**src/rtl/boot_seq_pkg.sv**
```systemverilog
`timescale 1ns/1ps
package boot_seq_pkg;

    localparam int PIN_W = 3;
    localparam int PIN_C = 2;
    localparam int PIN_B = 1;
    localparam int PIN_A = 0;

    typedef enum logic [1:0] {
        BOOT_BYTE_DMA = 2'd0,
        BOOT_NONE     = 2'd1,
        BOOT_HOST_DMA = 2'd2,
        BOOT_RESERVED = 2'd3
    } boot_kind_e;

    typedef struct packed {
        logic       host_mem;
        boot_kind_e kind;
    } boot_cfg_t;

    typedef enum logic [2:0] {
        ST_RESET,
        ST_WAIT_DMA,
        ST_WAIT_HOST,
        ST_RUN,
        ST_HALT
    } seq_state_e;

    function automatic boot_cfg_t decode_straps(input logic [PIN_W-1:0] p);
        boot_cfg_t cfg;
        cfg.host_mem = p[PIN_C];
        if (!p[PIN_B] && !p[PIN_A])
            cfg.kind = BOOT_BYTE_DMA;
        else if (p[PIN_B] && !p[PIN_A] && !p[PIN_C])
            cfg.kind = BOOT_NONE;
        else if (!p[PIN_B] && p[PIN_A] && p[PIN_C])
            cfg.kind = BOOT_HOST_DMA;
        else
            cfg.kind = BOOT_RESERVED;
        return cfg;
    endfunction

endpackage

```
**src/rtl/boot_mode_latch.sv**
```systemverilog
`timescale 1ns/1ps
module boot_mode_latch
    import boot_seq_pkg::*;
(
    input  logic             clk,
    input  logic             rst,
    input  logic [PIN_W-1:0] pins_i,
    output boot_cfg_t        cfg_o
);
    logic [PIN_W-1:0] pins_q;

    // Transparent capture during reset, frozen afterwards
    always_ff @(posedge clk) begin
        if (rst)
            pins_q <= pins_i;
    end

    assign cfg_o = decode_straps(pins_q);
endmodule

```
**src/rtl/boot_host_watch.sv**
```systemverilog
`timescale 1ns/1ps
module boot_host_watch #(
    parameter int ADDR_W      = 14,
    parameter int TARGET_ADDR = 0
) (
    input  logic              wr_valid,
    input  logic              wr_pm,
    input  logic [ADDR_W-1:0] wr_addr,
    output logic              hit_o
);
    localparam logic [ADDR_W-1:0] TARGET = ADDR_W'(TARGET_ADDR);

    assign hit_o = wr_valid && wr_pm && (wr_addr == TARGET);
endmodule

```
**src/rtl/boot_seq_fsm.sv**
```systemverilog
`timescale 1ns/1ps
module boot_seq_fsm
    import boot_seq_pkg::*;
#(
    parameter int ADDR_W    = 14,
    parameter int INT_START = 0,
    parameter int EXT_START = 0
) (
    input  logic              clk,
    input  logic              rst,
    input  boot_kind_e        kind_i,
    input  logic              dma_done_i,
    input  logic              host_hit_i,
    output logic              run_o,
    output logic              dma_start_o,
    output logic              err_o,
    output logic              ext_o,
    output logic [ADDR_W-1:0] addr_o
);
    localparam logic [ADDR_W-1:0] INT_VEC = ADDR_W'(INT_START);
    localparam logic [ADDR_W-1:0] EXT_VEC = ADDR_W'(EXT_START);

    seq_state_e state;

    always_ff @(posedge clk) begin
        if (rst) begin
            state       <= ST_RESET;
            run_o       <= 1'b0;
            dma_start_o <= 1'b0;
            err_o       <= 1'b0;
            ext_o       <= 1'b0;
            addr_o      <= INT_VEC;
        end else begin
            dma_start_o <= 1'b0;
            case (state)
                ST_RESET: begin
                    case (kind_i)
                        BOOT_BYTE_DMA: begin
                            state       <= ST_WAIT_DMA;
                            dma_start_o <= 1'b1;
                        end
                        BOOT_NONE: begin
                            state  <= ST_RUN;
                            run_o  <= 1'b1;
                            ext_o  <= 1'b1;
                            addr_o <= EXT_VEC;
                        end
                        BOOT_HOST_DMA: state <= ST_WAIT_HOST;
                        default: begin
                            state <= ST_HALT;
                            err_o <= 1'b1;
                        end
                    endcase
                end
                ST_WAIT_DMA: begin
                    if (dma_done_i) begin
                        state <= ST_RUN;
                        run_o <= 1'b1;
                    end
                end
                ST_WAIT_HOST: begin
                    if (host_hit_i) begin
                        state <= ST_RUN;
                        run_o <= 1'b1;
                    end
                end
                default: state <= state;
            endcase
        end
    end
endmodule

```
**src/rtl/boot_mode_seq.sv**
```systemverilog
`timescale 1ns/1ps
module boot_mode_seq
    import boot_seq_pkg::*;
#(
    parameter int ADDR_W     = 14,
    parameter int BOOT_WORDS = 32,
    parameter int CNT_W      = $clog2(BOOT_WORDS + 1),
    parameter int INT_START  = 0,
    parameter int EXT_START  = 0
) (
    input  logic              clk,
    input  logic              rst,
    input  logic [2:0]        mode_pins,
    input  logic              dma_done,
    input  logic              host_wr_valid,
    input  logic              host_wr_pm,
    input  logic [ADDR_W-1:0] host_wr_addr,
    output logic              core_run,
    output logic [ADDR_W-1:0] start_addr,
    output logic              start_external,
    output logic              host_mem_mode,
    output logic              dma_start,
    output logic [CNT_W-1:0]  dma_words,
    output logic              boot_err
);
    boot_cfg_t cfg;
    logic      host_hit;

    boot_mode_latch u_latch (
        .clk    (clk),
        .rst    (rst),
        .pins_i (mode_pins),
        .cfg_o  (cfg)
    );

    boot_host_watch #(.ADDR_W(ADDR_W), .TARGET_ADDR(0)) u_watch (
        .wr_valid (host_wr_valid),
        .wr_pm    (host_wr_pm),
        .wr_addr  (host_wr_addr),
        .hit_o    (host_hit)
    );

    boot_seq_fsm #(
        .ADDR_W    (ADDR_W),
        .INT_START (INT_START),
        .EXT_START (EXT_START)
    ) u_fsm (
        .clk         (clk),
        .rst         (rst),
        .kind_i      (cfg.kind),
        .dma_done_i  (dma_done),
        .host_hit_i  (host_hit),
        .run_o       (core_run),
        .dma_start_o (dma_start),
        .err_o       (boot_err),
        .ext_o       (start_external),
        .addr_o      (start_addr)
    );

    assign host_mem_mode = cfg.host_mem;
    assign dma_words     = CNT_W'(BOOT_WORDS);
endmodule

```
**config.mk**
```make
export PLATFORM = sky130hd
export DESIGN_NAME = boot_mode_seq
export DESIGN_NICKNAME = d
export VERILOG_FILES = /design/src/rtl/boot_seq_pkg.sv /design/src/rtl/boot_mode_latch.sv /design/src/rtl/boot_host_watch.sv /design/src/rtl/boot_seq_fsm.sv /design/src/rtl/boot_mode_seq.sv
export SDC_FILE = /design/constraint.sdc
export NUM_CORES = 1
export LEC_CHECK = 0
export ABC_AREA = 1
export CAP_MARGIN = 0
export CORE_MARGIN = 5
export CORE_UTILIZATION = 50
export CTS_CLUSTER_DIAMETER = 200
export DETAILED_ROUTE_END_ITERATION = 16
export DONT_BUFFER_PORTS = 1
export PLACE_DENSITY = 0.65
export SLEW_MARGIN = 0
export SYNTH_ARGS = -nofsm -noshare
export SYNTH_HDL_FRONTEND = slang
export SYNTH_SLANG_ARGS = --single-unit
```
**constraint.sdc**
```tcl
create_clock -name clk -period 1.2 [get_ports clk]
set_input_delay 0.06 -clock clk [delete_from_list [all_inputs] [get_ports clk]]
set_output_delay 0.06 -clock clk [all_outputs]
set_load 0.005 [all_outputs]
```
== Yosys cells after proc, flatten, opt, wreduce, memory -nomap -nowiden ==
Cells that the tools add are included.
Widths: inputs -> output; s select.

* Equality and inequality tests: 7
* Multiplexer cells: 12
* Bitwise logic cells: 2
* Reduce and logical (&&, ||, !) cells: 20

{| class="wikitable"
|+ Operators with widths
! kind !! number
|-
| $pmux 3 s3 || 2
|-
| $logic_not 14->1 || 1
|-
| $logic_and 1x1->1 || 7
|-
| $mux 3 || 2
|-
| $ne 2x2->1 const B || 3
|-
| $mux 1 || 5
|-
| $mux 2 || 2
|-
| $reduce_and 2->1 || 2
|-
| $reduce_and 4->1 || 1
|-
| $eq 3x1->1 const B || 1
|-
| $eq 3x2->1 const B || 1
|-
| $logic_not 1->1 || 3
|-
| $logic_not 3->1 || 1
|-
| $pmux 1 s3 || 1
|-
| $reduce_and 3->1 || 1
|-
| $reduce_bool 3->1 || 1
|-
| $reduce_or 3->1 || 1
|-
| $eq 2x1->1 const B || 1
|-
| $eq 2x2->1 const B || 1
|-
| $logic_not 2->1 || 1
|-
| $not 1->1 || 2
|-
| $reduce_or 2->1 || 1
|}

* Bits in registers: 10
* Input port bits: 22
* Output and inout port bits: 25

== Longest topological paths before layout ==
* Word-level depth: 10
* Mapped depth: 9

== Modules after synthesis ==
A second synthesis with hierarchy kept.

* Cells, all modules: 119
* Area total of the unflattened synthesis: 782.0 um^2

{| class="wikitable"
|+ Modules (own cells, without submodules)
! module !! times used !! cells an instance !! area each (um^2) !! sequential area each (um^2)
|-
| boot_seq_fsm || 1 || 71 || 496.7 || 140.1
|-
| boot_mode_latch || 1 || 11 || 123.9 || 90.1
|-
| boot_host_watch || 1 || 29 || 108.9 || 0.0
|-
| boot_mode_seq || 1 || 8 || 52.6 || 0.0
|}

== Least setup slack after synthesis ==
Ideal clock, no wire load.

* Path kind: register to register
* From: register u_latch.pins_q[0]
* To: register u_fsm.run_o
* Arrival time: 1.174 ns
* Setup slack: -0.088 ns
* Stages on the path, launching flop included: 10
* Path buffers: 0
* Period minus slack after synthesis: 1.288 ns
* Cells stage by stage: edfxtp_1 -> inv_1 -> nor2_1 -> nor2_1 -> inv_1 -> ha_1 -> o21ai_0 -> inv_1 -> a21oi_1 -> nor2_1

* Longest elaborated chain between the ends: 8

{| class="wikitable"
|+ Ends and longest elaborated chain
! element !! RTL line !! RTL
|-
| from (decl) || boot_mode_latch.sv:10 || <nowiki>logic [PIN_W-1:0] pins_q;</nowiki>
|-
| from (signal assigned) || boot_mode_latch.sv:15 || <nowiki>pins_q <= pins_i;</nowiki>
|-
| $logic_and 1x1->1 or $logic_not 1->1 (tied branches) || boot_seq_pkg.sv:36, boot_seq_pkg.sv:32, boot_seq_pkg.sv:34 ||
|-
| $logic_and 1x1->1 (on tied branches) || boot_seq_pkg.sv:36, boot_seq_pkg.sv:34 ||
|-
| $mux 1 or $logic_and 1x1->1 (tied branches) || boot_seq_pkg.sv:36, boot_seq_pkg.sv:34 ||
|-
| $mux 2 || boot_seq_pkg.sv:34 || <nowiki>else if (p[PIN_B] && !p[PIN_A] && !p[PIN_C])</nowiki>
|-
| $mux 2 * || boot_seq_pkg.sv:32 || <nowiki>if (!p[PIN_B] && !p[PIN_A])</nowiki>
|-
| $eq 2x1->1 * || boot_seq_fsm.sv:37 || <nowiki>case (kind_i)</nowiki>
|-
| $ne 2x2->1 (no line) * || - ||
|-
| $reduce_and 4->1 (no line) * || - ||
|-
| to (signal assigned) || boot_seq_fsm.sv:28 || <nowiki>run_o <= 1'b0;</nowiki>
|-
| to (signal assigned) || boot_seq_fsm.sv:44 || <nowiki>run_o <= 1'b1;</nowiki>
|-
| to (signal assigned) || boot_seq_fsm.sv:58 || <nowiki>run_o <= 1'b1;</nowiki>
|-
| to (decl) || boot_seq_fsm.sv:14 || <nowiki>output logic run_o,</nowiki>
|}

Every way passes the cells marked *; elsewhere a longest branch is shown, timed or not.
A chain may end at the register's enable or synchronous reset.

== Worst setup path after layout ==
* From: register u_latch.pins_q[2]
* To: register u_fsm.run_o

* Longest elaborated chain between the ends: 7

{| class="wikitable"
|+ Ends and longest elaborated chain
! element !! RTL line
|-
| $logic_and 1x1->1 or $logic_not 1->1 (tied branches) || boot_seq_pkg.sv:36, boot_seq_pkg.sv:34
|-
| $mux 1 or $logic_and 1x1->1 (tied branches) || boot_seq_pkg.sv:36, boot_seq_pkg.sv:34
|-
| $mux 2 * || boot_seq_pkg.sv:34
|-
| $mux 2 * || boot_seq_pkg.sv:32
|-
| $eq 2x1->1 * || boot_seq_fsm.sv:37
|-
| $ne 2x2->1 (no line) * || -
|-
| $reduce_and 4->1 (no line) * || -
|}

Marked as above.

==> flow_summary.ini <==
[setup_path]
critical_path.top_delay_family = flip-flops
cp.required_ns = 1.35
worstSetupPathType = reg -> reg
crit_buf_inv = 3
slowest_stage = edfxtp_1
crit_fanout = 3
arrival_ns = 1.47
slowest_delay_ns = 0.38
crit_path_start_kind = flop
cpMostUsedCell = inv_2
path_cells = nand2_1 > inv_2 > nor2_4 > buf_4 > ha_4 > o21ai_2 > inv_2 > a21oi_2 > nor2_1
endpoint_kind = flop

[global_routing]
globalRouteTotalUtil = 0.100
grt_max_degree = 9
overflow = 0
grt_pass1_vias = 415
antenna_found_initial = 0
grt_pass1_wl_um = 1520

[outcome]
outcome = finished, violations left
violations = negative hold slack, negative setup slack

[synth]
synthDistinctLibCells = 18
syn_avg_cell_area_um2 = 7.15
synthCells = 92
ys_seq_elements = 10
synth_area_um2 = 658
ys_warn_count = 0
yosysSeqAreaShare = 0.350

[floorplan]
die_h_um = 46.3
die_area_um2 = 2140
fp.coreArea_um2 = 1270
rows = 13
initial_core_util = 0.519
io_pins = 47
die_width_um = 46.3

[sta]
whs_ns = -0.151
rsz0062_at_grt = true
period_share = 1.10
fin_skew_ns = 0.00939
fmax_mhz = 761
setup_viol = 2
period_needed_ns = 1.31
finalMaxSlewViolations = 0
hold_violations = 7
worst_slack_ns = -0.115
setup_tns_ns = -0.193

[final_layout]
post-route-util = 0.596
fin_cells = 120
layout-drive-gt1-share = 0.248
nets = 130
diodes = 0
area_delta_synth_final_pct = 14.8

[drt]
ant_nets = 0
drtIter0Drc = 5
vias = 510
wl_per_cell_um = 9.48
viasPerCell = 4.25
drc = 0
drt_wl_total_um = 1140
drt_pass1_iterations = 2

[placement]
port_buffers = 0
place_ws_ns = -0.101
dp_cells = 109
place_hpwl_um = 908
gp_congestion = 0.771

[job]
maxCapViolations = 0

[cts]
clock_latency_ns = 0.26
cts_tree = built
htreeDepth = 1
clkTransAtPathRegs_ns = 0.06
cts_hold_buf = 5
cts.sink_count = 10
cts_buffers = 3
clockBufferDepth = 2
root_buffer = clkbuf_4

[power]
peakVddDrop_mv = 1.07
p_leak_nw = 0.373
power.density_nw_per_um2 = 1640

[hold_path]
hold_path_class = in -> reg
path summary, 6_finish.rpt:
check	startpoint	end	slack, ns	cells after the start
hold / removal	rst	u_fsm.state[2]$_SDFFE_PP0P_	-0.15	1
setup / recovery	u_latch.pins_q[2]$_DFFE_PP_	u_fsm.run_o$_SDFFE_PP0P_	-0.11	9
setup reg to reg	u_latch.pins_q[2]$_DFFE_PP_	u_fsm.run_o$_SDFFE_PP0P_	-0.11	9
hold reg to reg	u_fsm.err_o$_SDFFE_PP0P_	u_fsm.err_o$_SDFFE_PP0P_	0.47	2
cell usage in the layout, fill, tap and decap left out, types with 2 or more instances in the layout:
cell / count
edfxtp_1: 3
dfxtp_1: 5
inv_1: 5
nor2_1: 16
nand3_1: 2
inv_2: 6
clkbuf_4: 3
buf_4: 6
dlygate4sd3_1: 5
conb_1: 20
a21oi_1: 3
nor2_2: 3
nand2_1: 12
o21ai_1: 3
dfxtp_2: 2
per-layer routing:
metal / vias to the layer above / routed length (um) / share of wire / global-route usage
li1: 268 / - / - / -
met1: 212 / 421 / 0.37 / 0.111
met2: 28 / 540 / 0.47 / 0.157
met3: 2 / 152 / 0.13 / 0.0195
met4: 0 / 23 / 0.020 / 0.0966
met5: - / 0 / 0 / 0
Yosys cell counts:
library cell	instances	area, um2
or2_1	1	6.26
o21ai_1	3	15.0
inv_2	3	11.3
edfxtp_1	3	90.1
nand3_1	3	15.0
nor2_2	1	6.26
nand2_2	1	6.26
nand2_1	12	45.0
a21oi_1	4	20.0
o21ai_0	1	5.00
nor2_1	19	71.3
dfxtp_1	7	140
nand3b_1	1	7.51
conb_1	2	7.51
inv_1	8	30.0
buf_4	20	150
and2_0	1	6.26
ha_1	2	25.0
worst register-to-register path: stages, from the launching register on:
cell and delay (ns):
edfxtp_1 0.38, nand2_1 0.08, inv_2 0.08, nor2_4 0.04, buf_4 0.13, ha_4 0.16
o21ai_2 0.13, inv_2 0.04, a21oi_2 0.12, nor2_1 0.05
logic make-up (layout without fill, tap and decap cells):
| logic type | Yosys count | in the layout | synth area share |
|---|---|---|---|
| simple gates | 39 | 39 | 0.249 |
| buf+inv | 31 | 26 | 0.291 |
| flops | 10 | 10 | 0.350 |
| compound gates | 8 | 8 | 0.0608 |
| fa+ha+maj | 2 | 2 | 0.0380 |
| other cells | 2 | 20 | 0.0114 |
state kept, by name, indices dropped and copies added, names as in the netlist:
| register | count |
|---|---|
| u_fsm.state | 3 |
| u_fsm.run_o | 1 |
| u_fsm.ext_o | 1 |
| u_fsm.dma_start_o | 1 |
| u_latch.pins_q | 3 |
| u_fsm.err_o | 1 |
metrics by stage:
step	power [mW]	cell area, um2
floorplan	0.875	731
global placement	0.906	629
detailed placement	0.912	629
CTS	1.18	714
global route	1.35	756
finish	1.24	756
report_power, final:
| group | internal [mW] | total (mW) | switching, mW |
|---|---|---|---|
| Combinational | 0.209 | 0.497 | 0.288 |
| Sequential | 0.443 | 0.515 | 0.0715 |
| Clock | 0.120 | 0.224 | 0.104 |
| Total | 0.772 | 1.24 | 0.464 |
final cells by class:
class | count | area [um2]
fill | 127 | 513
multi-input combinational | 69 | 342
sequential | 10 | 233
timing repair buffer | 11 | 95.1
inverter | 11 | 41.3
clock buffer | 3 | 22.5
tap | 15 | 18.8
clock inverter | 1 | 3.75
what timing repair did:
| action | CTS | global route |
|---|---|---|
| hold endpoints to repair | 12 | 7 |
| setup buffers | 0 | 2 |
| pin swaps | 1 | 12 |
| resized for setup | 2 | 10 |
| setup endpoints to repair | 2 | 4 |
Power figures use the tool's default switching activity.
